$ cat config.mk
export PLATFORM = sky130hd
export DESIGN_NAME = acc_cpu_core
export DESIGN_NICKNAME = d
export VERILOG_FILES = /design/src/rtl/acc_cpu_pkg.sv /design/src/rtl/acc_cpu_rst_sync.sv /design/src/rtl/acc_cpu_imem.sv /design/src/rtl/acc_cpu_dmem.sv /design/src/rtl/acc_cpu_decode.sv /design/src/rtl/acc_cpu_alu.sv /design/src/rtl/acc_cpu_branch.sv /design/src/rtl/acc_cpu_core.sv
export SDC_FILE = /design/constraint.sdc
export NUM_CORES = 1
export LEC_CHECK = 0
export ABC_CLOCK_PERIOD_IN_PS = 4800
export BUFFER_PORTS_ARGS = -buffer_cell sky130_fd_sc_hd__buf_2
export CAP_MARGIN = 40
export CORE_MARGIN = 8
export CORE_UTILIZATION = 50
export DETAILED_ROUTE_END_ITERATION = 16
export PLACE_DENSITY = 0.66
export SLEW_MARGIN = 10
export SYNTH_ARGS = -nofsm -noshare
export SYNTH_HDL_FRONTEND = slang
export SYNTH_SLANG_ARGS = --single-unit
$ cat constraint.sdc
create_clock -name clk -period 4.8 [get_ports clk]
set_clock_uncertainty 0.1 [all_clocks]
set_input_delay 0.72 -clock clk [delete_from_list [all_inputs] [get_ports clk]]
set_output_delay 0.72 -clock clk [all_outputs]
set_load 0.05 [all_outputs]
$ cat src/rtl/acc_cpu_pkg.sv
package acc_cpu_pkg;

  localparam int INSTR_W = 16;

  // instruction field positions (decoded by acc_cpu_decode)
  localparam int KIND_BIT = 15;
  localparam int OPSEL_BIT = 12;
  localparam int FN_HI = 9;
  localparam int FN_LO = 6;
  localparam int WRA_BIT = 5;
  localparam int WRD_BIT = 4;
  localparam int WRM_BIT = 3;

  typedef enum logic [3:0] {
    FN_ZERO  = 4'd0,
    FN_ONE   = 4'd1,
    FN_MONE  = 4'd2,
    FN_X     = 4'd3,
    FN_Y     = 4'd4,
    FN_NOTX  = 4'd5,
    FN_NOTY  = 4'd6,
    FN_NEGX  = 4'd7,
    FN_NEGY  = 4'd8,
    FN_XINC  = 4'd9,
    FN_YINC  = 4'd10,
    FN_XDEC  = 4'd11,
    FN_YDEC  = 4'd12,
    FN_ADD   = 4'd13,
    FN_XSUBY = 4'd14,
    FN_YSUBX = 4'd15
  } alu_fn_e;

  typedef struct packed {
    logic      is_comp;
    logic      use_mem;
    alu_fn_e   fn;
    logic      wr_a;
    logic      wr_d;
    logic      wr_m;
    logic [2:0] cond;   // {neg, zero, pos}
  } ctrl_t;

endpackage

$ cat src/rtl/acc_cpu_rst_sync.sv
module acc_cpu_rst_sync (
  input  logic clk,
  input  logic arst_n,
  output logic srst_n
);
  logic s1_q, s2_q;

  always_ff @(posedge clk or negedge arst_n) begin
    if (!arst_n) begin
      s1_q <= 1'b0;
      s2_q <= 1'b0;
    end else begin
      s1_q <= 1'b1;
      s2_q <= s1_q;
    end
  end

  assign srst_n = s2_q;
endmodule

$ cat src/rtl/acc_cpu_imem.sv
module acc_cpu_imem #(
  parameter int WORD_W = 16,
  parameter int DEPTH  = 64,
  localparam int AW    = $clog2(DEPTH)
) (
  input  logic              clk,
  input  logic              we,
  input  logic [AW-1:0]     waddr,
  input  logic [WORD_W-1:0] wdata,
  input  logic [AW-1:0]     raddr,
  output logic [WORD_W-1:0] rdata
);
  logic [WORD_W-1:0] store_q [DEPTH];

  always_ff @(posedge clk) begin
    if (we) begin
      store_q[waddr] <= wdata;
    end
  end

  assign rdata = store_q[raddr];
endmodule

$ cat src/rtl/acc_cpu_dmem.sv
module acc_cpu_dmem #(
  parameter int WORD_W = 10,
  parameter int DEPTH  = 4,
  localparam int AW    = $clog2(DEPTH)
) (
  input  logic              clk,
  input  logic              rst_n,
  input  logic              we,
  input  logic [AW-1:0]     addr,
  input  logic [WORD_W-1:0] wdata,
  output logic [WORD_W-1:0] rdata
);
  logic [DEPTH-1:0][WORD_W-1:0] word_q;

  for (genvar gi = 0; gi < DEPTH; gi++) begin : g_word
    logic wen;
    assign wen = we && (addr == AW'(gi));
    always_ff @(posedge clk or negedge rst_n) begin
      if (!rst_n) begin
        word_q[gi] <= '0;
      end else if (wen) begin
        word_q[gi] <= wdata;
      end
    end
  end

  // combinational read: sees contents before the coming edge
  assign rdata = word_q[addr];

  a_r7_write_lands: assert property (@(posedge clk) disable iff (!rst_n)
    we |=> (word_q[$past(addr)] == $past(wdata)));

  a_r5_idle_keeps: assert property (@(posedge clk) disable iff (!rst_n)
    !we |=> $stable(word_q));

  a_r1_reset_clear: assert property (@(posedge clk)
    !rst_n |-> (word_q == '0));
endmodule

$ cat src/rtl/acc_cpu_decode.sv
module acc_cpu_decode
  import acc_cpu_pkg::*;
(
  input  logic [INSTR_W-1:0] iw,
  output ctrl_t              ctrl
);
  logic       comp;
  logic [3:0] iw_unused;

  assign comp      = iw[KIND_BIT];
  assign iw_unused = {iw[14:13], iw[11:10]};   // reserved fields

  always_comb begin
    ctrl.is_comp = comp;
    ctrl.use_mem = comp & iw[OPSEL_BIT];
    ctrl.fn      = alu_fn_e'(iw[FN_HI:FN_LO]);
    ctrl.wr_a    = comp & iw[WRA_BIT];
    ctrl.wr_d    = comp & iw[WRD_BIT];
    ctrl.wr_m    = comp & iw[WRM_BIT];
    ctrl.cond    = comp ? iw[2:0] : 3'b000;
  end
endmodule

$ cat src/rtl/acc_cpu_alu.sv
module acc_cpu_alu
  import acc_cpu_pkg::*;
#(
  parameter int W = 10
) (
  input  alu_fn_e      fn,
  input  logic [W-1:0] x,
  input  logic [W-1:0] y,
  output logic [W-1:0] res
);
  localparam logic [W-1:0] ONE = W'(1);

  always_comb begin
    unique case (fn)
      FN_ZERO:  res = '0;
      FN_ONE:   res = ONE;
      FN_MONE:  res = '1;
      FN_X:     res = x;
      FN_Y:     res = y;
      FN_NOTX:  res = ~x;
      FN_NOTY:  res = ~y;
      FN_NEGX:  res = '0 - x;
      FN_NEGY:  res = '0 - y;
      FN_XINC:  res = x + ONE;
      FN_YINC:  res = y + ONE;
      FN_XDEC:  res = x - ONE;
      FN_YDEC:  res = y - ONE;
      FN_ADD:   res = x + y;
      FN_XSUBY: res = x - y;
      FN_YSUBX: res = y - x;
      default:  res = '0;
    endcase
  end
endmodule

$ cat src/rtl/acc_cpu_branch.sv
module acc_cpu_branch #(
  parameter int W = 10
) (
  input  logic [W-1:0] res,
  input  logic [2:0]   cond,
  output logic         take
);
  logic neg, zero, pos;

  always_comb begin
    neg  = res[W-1];
    zero = (res == '0);
    pos  = !neg && !zero;
    take = |(cond & {neg, zero, pos});
  end
endmodule

$ cat src/rtl/acc_cpu_core.sv
module acc_cpu_core
  import acc_cpu_pkg::*;
#(
  parameter int DATA_W     = 10,
  parameter int IMEM_DEPTH = 64,
  parameter int DMEM_DEPTH = 4,
  localparam int PC_W      = $clog2(IMEM_DEPTH),
  localparam int DA_W      = $clog2(DMEM_DEPTH)
) (
  input  logic               clk,
  input  logic               rst_n,
  input  logic               prog_we,
  input  logic [PC_W-1:0]    prog_addr,
  input  logic [INSTR_W-1:0] prog_wdata,
  output logic [PC_W-1:0]    dbg_pc,
  output logic [DATA_W-1:0]  dbg_a,
  output logic [DATA_W-1:0]  dbg_d
);
  logic               core_rst_n;
  logic [PC_W-1:0]    pc_q, pc_d;
  logic [DATA_W-1:0]  a_q, a_d, d_q, d_d;
  logic               a_en, d_en;
  logic [INSTR_W-1:0] instr_w;
  ctrl_t              ctrl;
  logic [DATA_W-1:0]  mem_rd, opnd_y, alu_res;
  logic               take;

  acc_cpu_rst_sync u_rst (
    .clk    (clk),
    .arst_n (rst_n),
    .srst_n (core_rst_n)
  );

  acc_cpu_imem #(.WORD_W(INSTR_W), .DEPTH(IMEM_DEPTH)) u_imem (
    .clk   (clk),
    .we    (prog_we),
    .waddr (prog_addr),
    .wdata (prog_wdata),
    .raddr (pc_q),
    .rdata (instr_w)
  );

  acc_cpu_decode u_dec (
    .iw   (instr_w),
    .ctrl (ctrl)
  );

  acc_cpu_dmem #(.WORD_W(DATA_W), .DEPTH(DMEM_DEPTH)) u_dmem (
    .clk   (clk),
    .rst_n (core_rst_n),
    .we    (ctrl.wr_m),
    .addr  (a_q[DA_W-1:0]),
    .wdata (alu_res),
    .rdata (mem_rd)
  );

  assign opnd_y = ctrl.use_mem ? mem_rd : a_q;

  acc_cpu_alu #(.W(DATA_W)) u_alu (
    .fn  (ctrl.fn),
    .x   (d_q),
    .y   (opnd_y),
    .res (alu_res)
  );

  acc_cpu_branch #(.W(DATA_W)) u_br (
    .res  (alu_res),
    .cond (ctrl.cond),
    .take (take)
  );

  // next-state logic
  always_comb begin
    pc_d = take ? a_q[PC_W-1:0] : pc_q + PC_W'(1);
    a_en = !ctrl.is_comp || ctrl.wr_a;
    a_d  = ctrl.is_comp ? alu_res : instr_w[DATA_W-1:0];
    d_en = ctrl.wr_d;
    d_d  = alu_res;
  end

  // state registers
  always_ff @(posedge clk or negedge core_rst_n) begin
    if (!core_rst_n) begin
      pc_q <= '0;
      a_q  <= '0;
      d_q  <= '0;
    end else begin
      pc_q <= pc_d;
      if (a_en) a_q <= a_d;
      if (d_en) d_q <= d_d;
    end
  end

  assign dbg_pc = pc_q;
  assign dbg_a  = a_q;
  assign dbg_d  = d_q;

  a_r1_reset_state: assert property (@(posedge clk)
    !core_rst_n |-> (pc_q == '0 && a_q == '0 && d_q == '0));

  a_r2_const_to_a: assert property (@(posedge clk) disable iff (!core_rst_n)
    !instr_w[KIND_BIT] |=> (a_q == $past(instr_w[DATA_W-1:0])));

  a_r2_const_keeps_d: assert property (@(posedge clk) disable iff (!core_rst_n)
    !instr_w[KIND_BIT] |=> $stable(d_q));

  a_r5_d_hold: assert property (@(posedge clk) disable iff (!core_rst_n)
    !(instr_w[KIND_BIT] && instr_w[WRD_BIT]) |=> $stable(d_q));

  a_r6_pc_step: assert property (@(posedge clk) disable iff (!core_rst_n)
    !take |=> (pc_q == $past(pc_q) + PC_W'(1)));

  a_r6_pc_jump: assert property (@(posedge clk) disable iff (!core_rst_n)
    take |=> (pc_q == $past(a_q[PC_W-1:0])));

  a_r6_const_never_jumps: assert property (@(posedge clk) disable iff (!core_rst_n)
    !instr_w[KIND_BIT] |-> !take);
endmodule

# Yosys cells after proc, flatten, opt, wreduce, memory -nomap -nowiden
# Memory sizes are Yosys's and may differ from the RTL's.
# Index checks and enable logic that the tools add are counted.
[classes]
muxes = 9
order_cmp = 1
bitwise_logic = 7
eq_ne = 18
add_sub_neg = 10
reduce_logical = 13
[ops]
columns = ["cell", "count"]
rows = [
  ["10-bit one-hot mux with 16 select lines", 1],
  ["4-bit equality test, second input constant", 8],
  ["10-bit 2-to-1 mux", 3],
  ["10-bit by 1-bit adder with 10-bit output, second input constant", 2],
  ["10-bit binary-select mux with 2-bit select", 1],
  ["10-bit NOT", 2],
  ["1-bit by 10-bit subtractor with 10-bit output, first input constant", 2],
  ["10-bit by 1-bit subtractor with 10-bit output, second input constant", 2],
  ["10-bit subtractor", 2],
  ["4-bit by 3-bit equality test with 1-bit output, second input constant", 4],
  ["10-bit adder", 1],
  ["10-bit zero test", 1],
  ["4-bit by 2-bit equality test with 1-bit output, second input constant", 2],
  ["6-bit by 1-bit adder with 6-bit output, second input constant", 1],
  ["6-bit 2-to-1 mux", 1],
  ["1-bit logical AND", 5],
  ["1-bit bitwise AND", 4],
  ["2-bit equality test, second input constant", 2],
  ["4-bit by 1-bit equality test with 1-bit output, second input constant", 1],
  ["4-bit zero test", 1],
  ["3-bit bitwise AND", 1],
  ["1-bit zero test", 3],
  ["2-bit by 3-bit < comparator with 1-bit output, second input constant", 1],
  ["3-bit 2-to-1 mux", 1],
  ["other kinds (5)", 6],
]
[word_totals]
register_bits = 68
mem_count = 1
inputBits = 25
ram_bits = 1024
output_inout_bits = 26
[mem_list]
columns = ["memory", "depth", "width", "read_ports", "rd_clocked_by_memory_dff", "wr", "line", "text"]
rows = [
  ["u_imem.store_q", 64, 16, 1, 0, 1, "acc_cpu_imem.sv:13", "logic [WORD_W-1:0] store_q [DEPTH];"],
]

# Longest topological paths before layout
# Gate-level depths: netlist (run 1).
[logic_depth]
word_depth = 11
mapped_depth = 29
depth_no_buf = 23

# Modules after synthesis
# A second synthesis (run 1) with hierarchy kept.
[unflattened]
cells_unflattened = 2403
area_unflattened_um2 = 45263.4
[by_module_without_submodules]
columns = ["mod", "seq_area_each_um2", "cells_each", "area_each_um2", "instances"]
rows = [
  ["acc_cpu_imem", 30749.5, 1813, 39721.8, 1],
  ["acc_cpu_alu", 0.0, 365, 2361.0, 1],
  ["acc_cpu_dmem", 1001.0, 99, 1779.2, 1],
  ["acc_cpu_core", 650.6, 104, 1219.9, 1],
  ["acc_cpu_decode", 0.0, 12, 81.3, 1],
  ["acc_cpu_rst_sync", 50.0, 3, 53.8, 1],
  ["acc_cpu_branch", 0.0, 7, 46.3, 1],
]

# Least setup slack after synthesis (run 1)
# Ideal clock, no wire load.
[synth_timing]
kind = "reg-to-reg"
from = "register pc_q[0], in the netlist dbg_pc[0]"
to = "register pc_q[2], in the netlist dbg_pc[2]"
stages_incl_launch_ff = 29
t_arrival_ns = 6.768
slack_ns = -2.193
setup_time_ns = 0.125
t_required_ns = 4.575
cell_sequence = "dfrtp_1 -> buf_6 -> buf_6 -> buf_6 -> buf_4 -> buf_4 -> mux2i_1 -> o2111ai_1 -> o211ai_1 -> o22ai_1 -> buf_2 -> mux2_2 -> inv_1 -> ha_1 -> inv_1 -> fa_1 -> a21o_1 -> a21oi_1 -> o21ai_0 -> o41ai_1 -> xor2_1 -> or2_2 -> o41a_1 -> o2111ai_1 -> a211o_1 -> nor4b_1 -> nand4_1 -> a311oi_4 -> mux2_4"
[synth_between]
elab_chain_cells = 11
elab_cells_between_ends = 36
classes_between = "add/sub: 7; eq/ne: 15; mux: 4; bitwise: 3; reduce/logical: 6; memory: 1"
[synth_rtl]
columns = ["element", "line", "text"]
rows = [
  ["start: declaration", "acc_cpu_core.sv:20", "logic [PC_W-1:0] pc_q, pc_d;"],
  ["start signal: assignment", "acc_cpu_core.sv:88", "pc_q <= pc_d;"],
  ["memory 64 x 16 bit", "-", ""],
  ["1-bit bitwise AND", "acc_cpu_decode.sv:15", "ctrl.use_mem = comp & iw[OPSEL_BIT];"],
  ["10-bit 2-to-1 mux", "acc_cpu_core.sv:57", "assign opnd_y = ctrl.use_mem ? mem_rd : a_q;"],
  ["10-bit subtractor, or another cell as far along", "acc_cpu_alu.sv:30", "FN_YSUBX: res = y - x;"],
  ["10-bit one-hot mux with 16 select lines", "acc_cpu_alu.sv:14", "unique case (fn)"],
  ["10-bit zero test", "acc_cpu_branch.sv:12", "zero = (res == '0);"],
  ["1-bit zero test", "acc_cpu_branch.sv:13", "pos = !neg && !zero;"],
  ["1-bit logical AND", "acc_cpu_branch.sv:13", ""],
  ["3-bit bitwise AND", "acc_cpu_branch.sv:14", "take = |(cond & {neg, zero, pos});"],
  ["3-bit OR reduction", "acc_cpu_branch.sv:14", ""],
  ["6-bit 2-to-1 mux (*)", "acc_cpu_core.sv:74", "pc_d = take ? a_q[PC_W-1:0] : pc_q + PC_W'(1);"],
  ["named net pc_d[2]", "acc_cpu_core.sv:20", ""],
]
# The timed path passes the listed nets; every way through them passes the cells marked *.
# A chain may end at the register's enable or synchronous reset.

# Worst setup path after layout (run 1)
[layout_timing]
from = "register pc_q[1], in the netlist dbg_pc[1]"
to = "register pc_q[2], in the netlist dbg_pc[2]"
# The elaborated chain is that of the path after synthesis.

==> reports/qor.yml, run 1 <==
status:
  status: "complete, but fails checks"
  failed_checks: "negative setup slack"
setup_path:
  path_class: "flip-flop to flip-flop"
  path_cells: "buf_12 -> mux4_2 -> mux2i_4 -> o2111ai_4 -> o211ai_1 -> buf_4 -> o22ai_4 -> buf_6 -> mux2_2 -> o21ai_0 -> ha_1 -> or2_2 -> a21oi_1 -> a31oi_2 -> xor2_1 -> mux2i_1 -> o22a_1 -> a31oi_1 -> a211o_1 -> or4_4 -> o31ai_4 -> a311oi_4 -> buf_12 -> mux2_4"
  crit_family: "compound AO/OA/AOI/OAI gates"
  cp.arrival_ns: 6.74
  endpoint_kind: "flip-flop"
  crit_path_max_fanout: 7
  required_ns: 5.21
  slowest_stage: "dfrtp_4"
  worst_setup_path_start_kind: "flip-flop"
  crit_top_cell: "buf_12"
  critPathBufInv: 4
  max_stage_delay_ns: 0.57
power:
  ir_drop_v: 0.000573
  finalPower_mw: 34.3
  power.leakage_nw: 15.1
  p_per_area_nw_per_um2: 789
logic_synthesis:
  synth-main-ff-cell: "edfxtp_1"
  synth_edf_count: 768
  yosysSeqAreaShare: 0.701
  syn-instance-count: 1937
  ys_ff_latch: 836
  synth-warning-count: 0
  syn_area_sq_um: 35300
  syn_avg_cell_area_sq_um: 18.2
  synth_fp_nets: 1985
  ys_types: 81
  synthArstFlopShare: 0.0813
finish:
  final_cell_mix: "edfxtp_1, buf_4, mux4_2"
  syn_to_final_growth_pct: 23.2
  final_common_cell: "edfxtp_1"
  final_core_util: 0.621
  fillers: 4946
  drive_gt1_frac: 0.402
  fin_nets: 2423
  finish.instance_area_sq_um: 43500
  instances_no_fill: 3384
die:
  die_x_um: 282
  die_h_um: 282
  die_area_sq_um: 79400
  core-area_sq_um: 70000
  io_pins: 51
  start_util: 0.504
  row_count: 97
place:
  dp_cells: 3171
  gp_congestion: 0.934
  dp_hpwl_um: 61800
  place_area_sq_um: 39300
  pre_cts_slack_ns: -1.79
  port_buffers: 46
detailed_routing:
  drc: 0
  wl_per_cell_um: 27.8
  drt_iter0_drc: 2371
  viasPerCell: 6.17
  vias: 20900
  drtPass1Iterations: 5
  wl_um: 94100
  postRouteAntennaNets: 0
sta:
  setup-violations-final: 53
  drv_slew: 0
  rsz0062_at_grt: "true"
  holdWs_ns: 0.154
  slew_headroom: 0.397
  max_freq_mhz: 158
  fin_crit_ns: 6.33
  worst_slack_ns: -1.53
  worst_pin_slew_ns: 0.903
  setup_tns_ns: -32.23
  timing.final.crit_share: 1.32
  hold_viol: 0
cts:
  cts_tree: "built"
  clk_path_buf_depth: 3
  cts_sinks: 836
  clkSlewWorstSetupHoldPaths_ns: 0.06
  cts_root_buf: "clkbuf_16"
  insertion_delay_ns: 0.65
  h-tree-depth: 3
  cts_inserted_buffers: 85
grt:
  track_usage: 0.237
  first_global_vias: 20900
  grt_overflow: 0
  grt_max_degree: 65
  grt_pass1_wl_um: 139000
  antenna_found_initial: 2
min_path:
  hold_path.class: "flip-flop to asynchronous set/reset pin"
run:
  cap_violations: 0
## synth_stat cells, drive strengths merged, types with 4 or more instances
cell type	instances	area share
mux2i	75	0.021
inv	18	0.0019
nand2b	9	0.0016
a211oi	6	0.0013
edfxtp	768	0.65
a2111oi	4	0.0015
or3	17	0.0030
nor2b	10	0.0018
o211ai	14	0.0030
o221ai	8	0.0020
buf	54	0.0082
a21oi	34	0.0048
a21o	5	0.0011
o22ai	9	0.0016
o31ai	4	0.00099
ha	21	0.0074
nor3	19	0.0027
nand3b	7	0.0015
o21ai	44	0.0062
nand3	30	0.0043
mux2	62	0.020
nand2	76	0.0081
or4	4	0.00085
a22oi	7	0.0015
clkbuf	59	0.0063
a22o	4	0.00099
mux4	207	0.13
xnor2	20	0.0050
o41ai	4	0.00099
dfrtp	68	0.048
and3	5	0.00089
xor2	13	0.0032
o22a	12	0.0030
nor2	135	0.014
a31oi	12	0.0021
a211o	6	0.0015
nand4	5	0.00089
and2	10	0.0018
a221oi	9	0.0022
o2111ai	12	0.0030
## cells by family (layout without fill, tap and decap cells)
group / after synthesis / in the layout / share of synthesized area
buf+inv: 132 / 638 / 0.0165
mux: 344 / 344 / 0.174
simple gates: 341 / 341 / 0.0448
xor+xnor: 33 / 33 / 0.00819
other cells: 1 / 2 / 0.000106
compound gates: 227 / 227 / 0.0468
flops: 836 / 836 / 0.701
fa+ha+maj: 23 / 23 / 0.00858
## flip-flops by register name, summed over array words and instances (netlist names)
| signal | flops |
|---|---|
| dbg_d | 10 |
| dbg_pc | 6 |
| u_imem.store_q | 768 |
| u_rst.s1_q | 1 |
| u_rst.srst_n | 1 |
| u_dmem.word_q | 40 |
| dbg_a | 10 |
## worst paths after layout
path                              start                 to  slack (ns)  cells past startpoint
setup reg to reg              dbg_pc[1]          dbg_pc[2]       -1.53                     24
hold / removal             u_rst.srst_n  u_dmem.word_q[13]        0.15                      0
setup / recovery              dbg_pc[1]          dbg_pc[2]       -1.53                     24
min in group clk             u_rst.s1_q       u_rst.srst_n        0.25                      0
hold reg to reg            u_rst.srst_n  u_dmem.word_q[13]        0.15                      0
max in group asynchronous  u_rst.srst_n          dbg_pc[3]        3.44                      1
## routing by layer
layer  up-vias  routed length (um)  GRT usage
met5         -                   0          0
met2       991               45400      0.380
met3       181                6980     0.0368
met4         0                2850     0.0741
li1       8783                   -          -
met1     10900               38800      0.335
## power by group
| group | switching (mW) | internal (mW) |
|---|---|---|
| sequential | 0.292 | 8.33 |
| clock | 2.75 | 3.70 |
| combinational | 10.0 | 9.19 |
| total | 13.1 | 21.2 |
## worst register-to-register path: cells and delay by family, from the launching register on
family | cells | cell delay (ns)
fa+ha+maj | 1 | 0.28
flops | 1 | 0.57
simple gates | 2 | 0.84
compound gates | 11 | 2.13
xor+xnor | 1 | 0.21
buf+inv | 4 | 0.70
mux | 5 | 1.39
## layout make-up
class	instances	area, sq um	area share
Sequential cell	836	24800	0.570
Tap cell	940	1180	0.0270
Clock buffer	115	2300	0.0529
Inverter	19	73.8	0.00170
Timing Repair Buffer	464	4000	0.0919
Antenna cell	1	2.50	0.0000575
Multi-Input combinational cell	969	10800	0.247
Clock inverter	40	399	0.00918
## what timing repair did
item | in CTS | in global routing
hold endpoints to repair | 2 | 0
pin swaps | 35 | 29
endpoints found under the setup margin | 60 | 59
setup buffers | 45 | 19
gates cloned | 5 | 0
hold buffers | 1 | 0
gates resized for setup | 123 | 67
No activity file was read; power rests on OpenSTA's default activity.
==> run 2, diff against run 1 <==
--- a/config.mk
+++ b/config.mk
@@ -11,7 +11,7 @@
 export CORE_MARGIN = 8
 export CORE_UTILIZATION = 50
 export DETAILED_ROUTE_END_ITERATION = 16
-export PLACE_DENSITY = 0.66
+export PLACE_DENSITY_LB_ADDON = 0.08
 export SLEW_MARGIN = 10
 export SYNTH_ARGS = -nofsm -noshare
 export SYNTH_HDL_FRONTEND = slang
==> run 2 against run 1 <==
Flip-flop and latch count unchanged; critical path type unchanged; final cell count about the same; largest cell class unchanged; highest routed layer unchanged; largest power group unchanged; the flow still finishes with violations (negative setup slack); hold slack improved by 0.053 ns; critical path depth increased by 4.
==> reports/qor.yml, run 2 (synthesized netlist as in run 1, its figures left out) <==
status:
  status: "complete, but fails checks"  # unchanged
  failed_checks: "negative setup slack"  # unchanged
setup_path:
  crit_top_cell: "buf_12"  # unchanged
  required_ns: 5.21  # about the same
  reg2reg_slack_ns: -1.62  # was -1.53 ns
  max_stage_delay_ns: 0.55  # was 0.57 ns
  crit_path_max_fanout: 8  # was 7
  regToRegEndpoint: "dbg_pc[5]"  # was dbg_pc[2]
  crit_family: "compound AO/OA/AOI/OAI gates"  # unchanged
  r2r_cells: 28  # was 24
  slowest_stage: "or4_4"  # was dfrtp_4
  path_class: "flip-flop to flip-flop"  # unchanged
  cp.arrival_ns: 6.82  # was 6.74 ns
  worst_setup_path_start_kind: "flip-flop"  # unchanged
  r2r_start: "dbg_pc[1]"  # unchanged
  critPathBufInv: 7  # was 4
  endpoint_kind: "flip-flop"  # unchanged
power:
  finalPower_mw: 35.0  # was 34.3 mW
  ir_drop_v: 0.000607  # was 0.000573 V
  p_per_area_nw_per_um2: 803  # was 789 nW/um^2
  power.leakage_nw: 15.1  # about the same
cts:
  cts_inserted_buffers: 86  # was 85
  clkSlewWorstSetupHoldPaths_ns: 0.06  # about the same
  cts_root_buf: "clkbuf_16"  # unchanged
  cts_tree: "built"  # unchanged
  cts_sinks: 836  # unchanged
  h-tree-depth: 3  # unchanged
  insertion_delay_ns: 0.64  # was 0.65 ns
  clk_path_buf_depth: 3  # unchanged
place:
  gp_congestion: 0.899  # was 0.934
  place_area_sq_um: 39200  # was 39300 sq um
  dp_hpwl_um: 63400  # was 61800 um
  port_buffers: 46  # unchanged
sta:
  timing.final.crit_share: 1.34  # was 1.32
  hold_viol: 0  # unchanged
  worst_pin_slew_ns: 0.873  # was 0.903 ns
  slew_headroom: 0.416  # was 0.397
  setup-violations-final: 54  # was 53
  worst_slack_ns: -1.62  # was -1.53 ns
  fin_crit_ns: 6.42  # was 6.33 ns
  max_freq_mhz: 156  # was 158 MHz
  drv_slew: 0  # unchanged
  rsz0062_at_grt: "true"  # unchanged
die:
  io_pins: 51  # unchanged
  row_count: 97  # unchanged
  die_area_sq_um: 79400  # unchanged
  die_x_um: 282  # unchanged
  die_h_um: 282  # unchanged
  core-area_sq_um: 70000  # unchanged
  start_util: 0.504  # unchanged
finish:
  largest_register_ffs: 768  # unchanged
  syn_to_final_growth_pct: 23.3  # was 23.2%
  finish.instance_area_sq_um: 43500  # about the same
  final_cell_mix: "edfxtp_1, buf_4, mux4_2"  # unchanged
  regMostFlops: "u_imem.store_q"  # unchanged
  final_core_util: 0.621  # about the same
  reg_top3: "u_imem.store_q (768), u_dmem.word_q (40)"  # unchanged
  fin_nets: 2420  # was 2423
  drive_gt1_frac: 0.408  # was 0.402
  final_common_cell: "edfxtp_1"  # unchanged
grt:
  track_usage: 0.241  # was 0.237
  antenna_found_initial: 1  # was 2
  grt_pass1_wl_um: 140000  # was 139000 um
  grt_overflow: 0  # unchanged
  grt_max_degree: 65  # unchanged
  first_global_vias: 20800  # was 20900
detailed_routing:
  postRouteAntennaNets: 0  # unchanged
  drt_iter0_drc: 1822  # was 2371
  vias: 20400  # was 20900
  drtPass1Iterations: 5  # unchanged
  wl_per_cell_um: 28.2  # was 27.8 um
  drc: 0  # unchanged
  wl_um: 95400  # was 94100 um
  viasPerCell: 6.04  # was 6.17
min_path:
  hold_path.class: "flip-flop to asynchronous set/reset pin"  # unchanged
run:
  cap_violations: 0  # unchanged
## run 2: changes by cell type in the layout (fill, tap and decap cells not counted), sizes merged
cell,delta
buf,-2
bufbuf,-3
bufinv,+1
clkbuf,-4
clkinv,+4
clkinvlp,+1
inv,+1
## run 2: power breakdown
group,total [mW],leakage (nW),switching [mW],internal [mW]
registers,8.61,7.73,0.289,8.32
logic,19.9,6.07,10.5,9.44
clock network,6.42,1.31,2.73,3.69
## run 2: routing by layer
| layer | vias to the layer above | track usage | routed length [um] |
|---|---|---|---|
| li1 | 8790 | - | - |
| met1 | 10800 | 0.345 | 41400 |
| met2 | 709 | 0.384 | 45700 |
| met3 | 139 | 0.0390 | 5890 |
| met4 | 0 | 0.0677 | 2480 |
| met5 | - | 0 | 0 |
## run 2: through the flow
stage | instances | setup slack (ns) | setup TNS (ns) | hold slack (ns)
3_3_place_gp | 3134 | -1.84 | -40.43 | 0.232
2_1_floorplan | 1937 | -1.47 | -21.09 | 0.231
4_1_cts | 3340 | -1.50 | -30.25 | 0.216
6_report | 3382 | -1.62 | -34.17 | 0.207
3_5_place_dp | 3153 | -1.86 | -45.98 | 0.211
5_1_grt | 3381 | -1.82 | -44.98 | 0.262
## run 2: repair_timing
action / 4_1_cts / 5_1_grt
hold endpoints to repair: 2 / 0
setup buffers: 30 / 47
hold buffers: 1 / 0
endpoints found under the setup margin: 60 / 60
pin swaps: 61 / 63
gates resized for setup: 132 / 90
gates cloned: 3 / 1
## run 2: worst max-delay path by stage
| stage | from | to | slack, ns | cells after the start |
|---|---|---|---|---|
| 6_report | dbg_pc[1] | dbg_pc[5] | -1.62 | 28 |
| 2_1_floorplan | dbg_pc[0] | dbg_pc[2] | -1.47 | 25 |
| 5_1_grt | dbg_pc[0] | dbg_pc[3] | -1.82 | 29 |
| 4_1_cts | dbg_pc[0] | dbg_pc[3] | -1.50 | 27 |
| 3_3_place_gp | dbg_pc[0] | dbg_pc[0] | -1.84 | 27 |
| 3_5_place_dp | dbg_pc[0] | dbg_pc[0] | -1.86 | 27 |
## run 2: layout make-up
class / instances / area, sq um
Clock inverter: 47 / 450
Inverter: 19 / 73.8
Antenna cell: 1 / 2.50
Multi-Input combinational cell: 969 / 10800
Timing Repair Buffer: 460 / 3960
Clock buffer: 110 / 2240
Fill cell: 5077 / 26500
Sequential cell: 836 / 24800
Tap cell: 940 / 1180
==> run 3, diff against run 2 <==
--- a/config.mk
+++ b/config.mk
@@ -10,9 +10,11 @@
 export CAP_MARGIN = 40
 export CORE_MARGIN = 8
 export CORE_UTILIZATION = 50
+export CTS_BUF_LIST = sky130_fd_sc_hd__clkbuf_4 sky130_fd_sc_hd__clkbuf_8
 export DETAILED_ROUTE_END_ITERATION = 16
 export PLACE_DENSITY_LB_ADDON = 0.08
 export SLEW_MARGIN = 10
 export SYNTH_ARGS = -nofsm -noshare
 export SYNTH_HDL_FRONTEND = slang
+export SYNTH_HIERARCHICAL = 1
 export SYNTH_SLANG_ARGS = --single-unit
==> run 3 against run 2 <==
The flow still finishes with violations (negative setup slack); flip-flop and latch count stayed put; largest cell class unchanged; clock power is 8.7% lower; routed wire length is 5.6% lower; highest routed layer unchanged; combinational power is 3% lower; design area is 1.7% lower; final cell count is 2.9% higher.
==> reports/qor.yml, run 3 <==
sta:
  hold_viol: 0  # unchanged
  slew_headroom: 0.443  # was 0.416
  max_freq_mhz: 180  # was 156 MHz
  worst_slack_ns: -0.767  # was -1.62 ns
  rsz0062_at_grt: "true"  # unchanged
  holdWs_ns: 0.0316  # was 0.207 ns
  drv_slew: 0  # unchanged
  setup-violations-final: 57  # was 54
  setup_tns_ns: -10.05  # was -34.17 ns
  worst_pin_slew_ns: 0.836  # was 0.873 ns
  timing.final.crit_share: 1.16  # was 1.34
  fin_crit_ns: 5.57  # was 6.42 ns
cts:
  cts_sinks: 836  # unchanged
  cts_tree: "built"  # unchanged
  cts_inserted_buffers: 140  # was 86
  cts_root_buf: "clkbuf_8"  # was clkbuf_16
  insertion_delay_ns: 0.77  # was 0.64 ns
  clkSlewWorstSetupHoldPaths_ns: 0.06  # about the same
  clk_path_buf_depth: 3  # unchanged
  h-tree-depth: 4  # was 3
finish:
  drive_gt1_frac: 0.397  # was 0.408
  finish.instance_area_sq_um: 42800  # was 43500 sq um
  reg_top3: "u_imem/store_q (768), u_dmem/word_q (40)"  # was u_imem.store_q (768), u_dmem.word_q (40)
  final_cell_mix: "edfxtp_1, buf_4, mux4_2"  # unchanged
  largest_register_ffs: 768  # unchanged
  syn_to_final_growth_pct: 20.0  # was 23.3%
  final_common_cell: "edfxtp_1"  # unchanged
  fin_nets: 2476  # was 2420
  fillers: 5331  # was 5077
  regMostFlops: "u_imem/store_q"  # was u_imem.store_q
grt:
  grt_max_degree: 67  # was 65
  grt_pass1_wl_um: 134000  # was 140000 um
  first_global_vias: 20800  # about the same
  grt_overflow: 0  # unchanged
  track_usage: 0.222  # was 0.241
  antenna_found_initial: 2  # was 1
setup_path:
  crit_path_max_fanout: 8  # unchanged
  path_class: "flip-flop to flip-flop"  # unchanged
  required_ns: 5.35  # was 5.21 ns
  path_cells: "buf_4 -> buf_12 -> mux4_2 -> mux2_2 -> nand2_1 -> nand4_1 -> and4_1 -> and2_4 -> mux2_4 -> or3_1 -> ha_2 -> fa_2 -> or3_1 -> o21ai_1 -> a221oi_1 -> a21o_1 -> o221ai_2 -> nor4_2 -> nand3_2 -> mux2i_4 -> mux2_4"
  max_stage_delay_ns: 0.55  # about the same
  slowest_stage: "fa_2"  # was or4_4
  worst_setup_path_start_kind: "flip-flop"  # unchanged
  cp.arrival_ns: 6.11  # was 6.82 ns
  endpoint_kind: "flip-flop"  # unchanged
logic_synthesis:
  synth-warning-count: 6  # was 0
  syn_area_sq_um: 35700  # was 35300 sq um
  syn_avg_cell_area_sq_um: 17.8  # was 18.2 sq um
  synth_fp_nets: 2051  # was 1985
  syn-instance-count: 2003  # was 1937
run:
  cap_violations: 0  # unchanged
detailed_routing:
  vias: 20300  # was 20400
  drtPass1Iterations: 6  # was 5
  drt_iter0_drc: 1918  # was 1822
  wl_um: 90100  # was 95400 um
  wl_per_cell_um: 25.9  # was 28.2 um
  drc: 0  # unchanged
  viasPerCell: 5.84  # was 6.04
  postRouteAntennaNets: 0  # unchanged
die:
  start_util: 0.502  # was 0.504
  core-area_sq_um: 71000  # was 70000 sq um
  die_area_sq_um: 80100  # was 79400 sq um
  row_count: 98  # was 97
  die_x_um: 283  # was 282 um
  die_h_um: 283  # was 282 um
  io_pins: 51  # unchanged
power:
  power.leakage_nw: 14.9  # was 15.1 nW
  p_per_area_nw_per_um2: 793  # was 803 nW/um^2
  intPower_mw: 20.8  # was 21.5 mW
  ir_drop_v: 0.000773  # was 0.000607 V
  p_sw_frac: 0.386  # about the same
  clkPwrFrac: 0.173  # was 0.184
  p_switching_mw: 13.1  # was 13.5 mW
  combPwrFrac: 0.571  # was 0.570
  seqPwrFrac: 0.256  # was 0.246
status:
  status: "complete, but fails checks"  # unchanged
  failed_checks: "negative setup slack"  # unchanged
place:
  gp_congestion: 0.858  # was 0.899
  pre_cts_slack_ns: -1.19  # was -1.86 ns
  place_area_sq_um: 39200  # about the same
  port_buffers: 46  # unchanged
  dp_hpwl_um: 60100  # was 63400 um
min_path:
  hold_path.class: "flip-flop to asynchronous set/reset pin"  # unchanged
## run 3: final cells by class
cell class                      instances  area (sq um)  area share
Inverter                               19          71.3     0.00167
Multi-Input combinational cell       1004         10500       0.246
Clock buffer                          188          2310      0.0539
Tap cell                              950          1190      0.0278
Sequential cell                       836         24800       0.579
Timing Repair Buffer                  427          3630      0.0849
Antenna cell                            1          2.50   0.0000585
Clock inverter                         56           287     0.00670
## run 3: worst max-delay path: cells and delay by family, from the launching register on
| family | cells | cell delay [ns] |
|---|---|---|
| compound gates | 4 | 0.56 |
| fa+ha+maj | 2 | 0.75 |
| buf+inv | 2 | 0.27 |
| flops | 1 | 0.48 |
| mux | 5 | 1.66 |
| simple gates | 8 | 1.62 |
## run 3: final timing paths
| path | startpoint | end | cells after the start | slack (ns) |
|---|---|---|---|---|
| min | u_rst/srst_n | u_dmem/word_q[38] | 1 | 0.03 |
| min reg2reg | u_rst/srst_n | u_dmem/word_q[38] | 1 | 0.03 |
| max reg2reg | dbg_pc[0] | dbg_pc[1] | 21 | -0.77 |
| min in group clk | prog_wdata[8] | u_imem/store_q[0][8] | 1 | 0.10 |
| max | dbg_pc[0] | dbg_pc[1] | 21 | -0.77 |
| max in group asynchronous | u_rst/srst_n | dbg_pc[0] | 2 | 4.04 |
## run 3: metal layers
layer  global-route usage  vias up  share of wire
met1                0.305    10600           0.43
met4               0.0742        0          0.027
met2                0.361      681           0.49
met3               0.0353      152          0.054
li1                     -     8933              -
met5                    0        -              0
## run 3: repair_timing
action	in CTS	in global routing
resized for setup	93	64
hold endpoints to repair	2	0
pin swaps	35	33
gates cloned	3	0
endpoints found under the setup margin	60	60
buffers inserted	25	9
hold buffers	1	0
## run 3: power groups by stage
| stage | Sequential [mW] | Combinational, mW | Clock [mW] |
|---|---|---|---|
| after floorplan | 9.09 | 10.2 | 0 |
| after global placement | 8.81 | 17.0 | 0 |
| after detailed placement | 8.82 | 17.1 | 0 |
| after CTS | 8.67 | 18.4 | 6.02 |
| after global routing | 8.71 | 20.6 | 6.33 |
| final | 8.68 | 19.4 | 5.86 |
## run 3: per-stage QoR
stage | util | power (mW) | cells
after floorplan | - | 19.3 | 2003
after global placement | 0.549 | 25.8 | 3181
after detailed placement | 0.552 | 25.9 | 3201
after CTS | 0.597 | 33.1 | 3474
after global routing | 0.603 | 35.7 | 3481
final | 0.603 | 33.9 | 3481
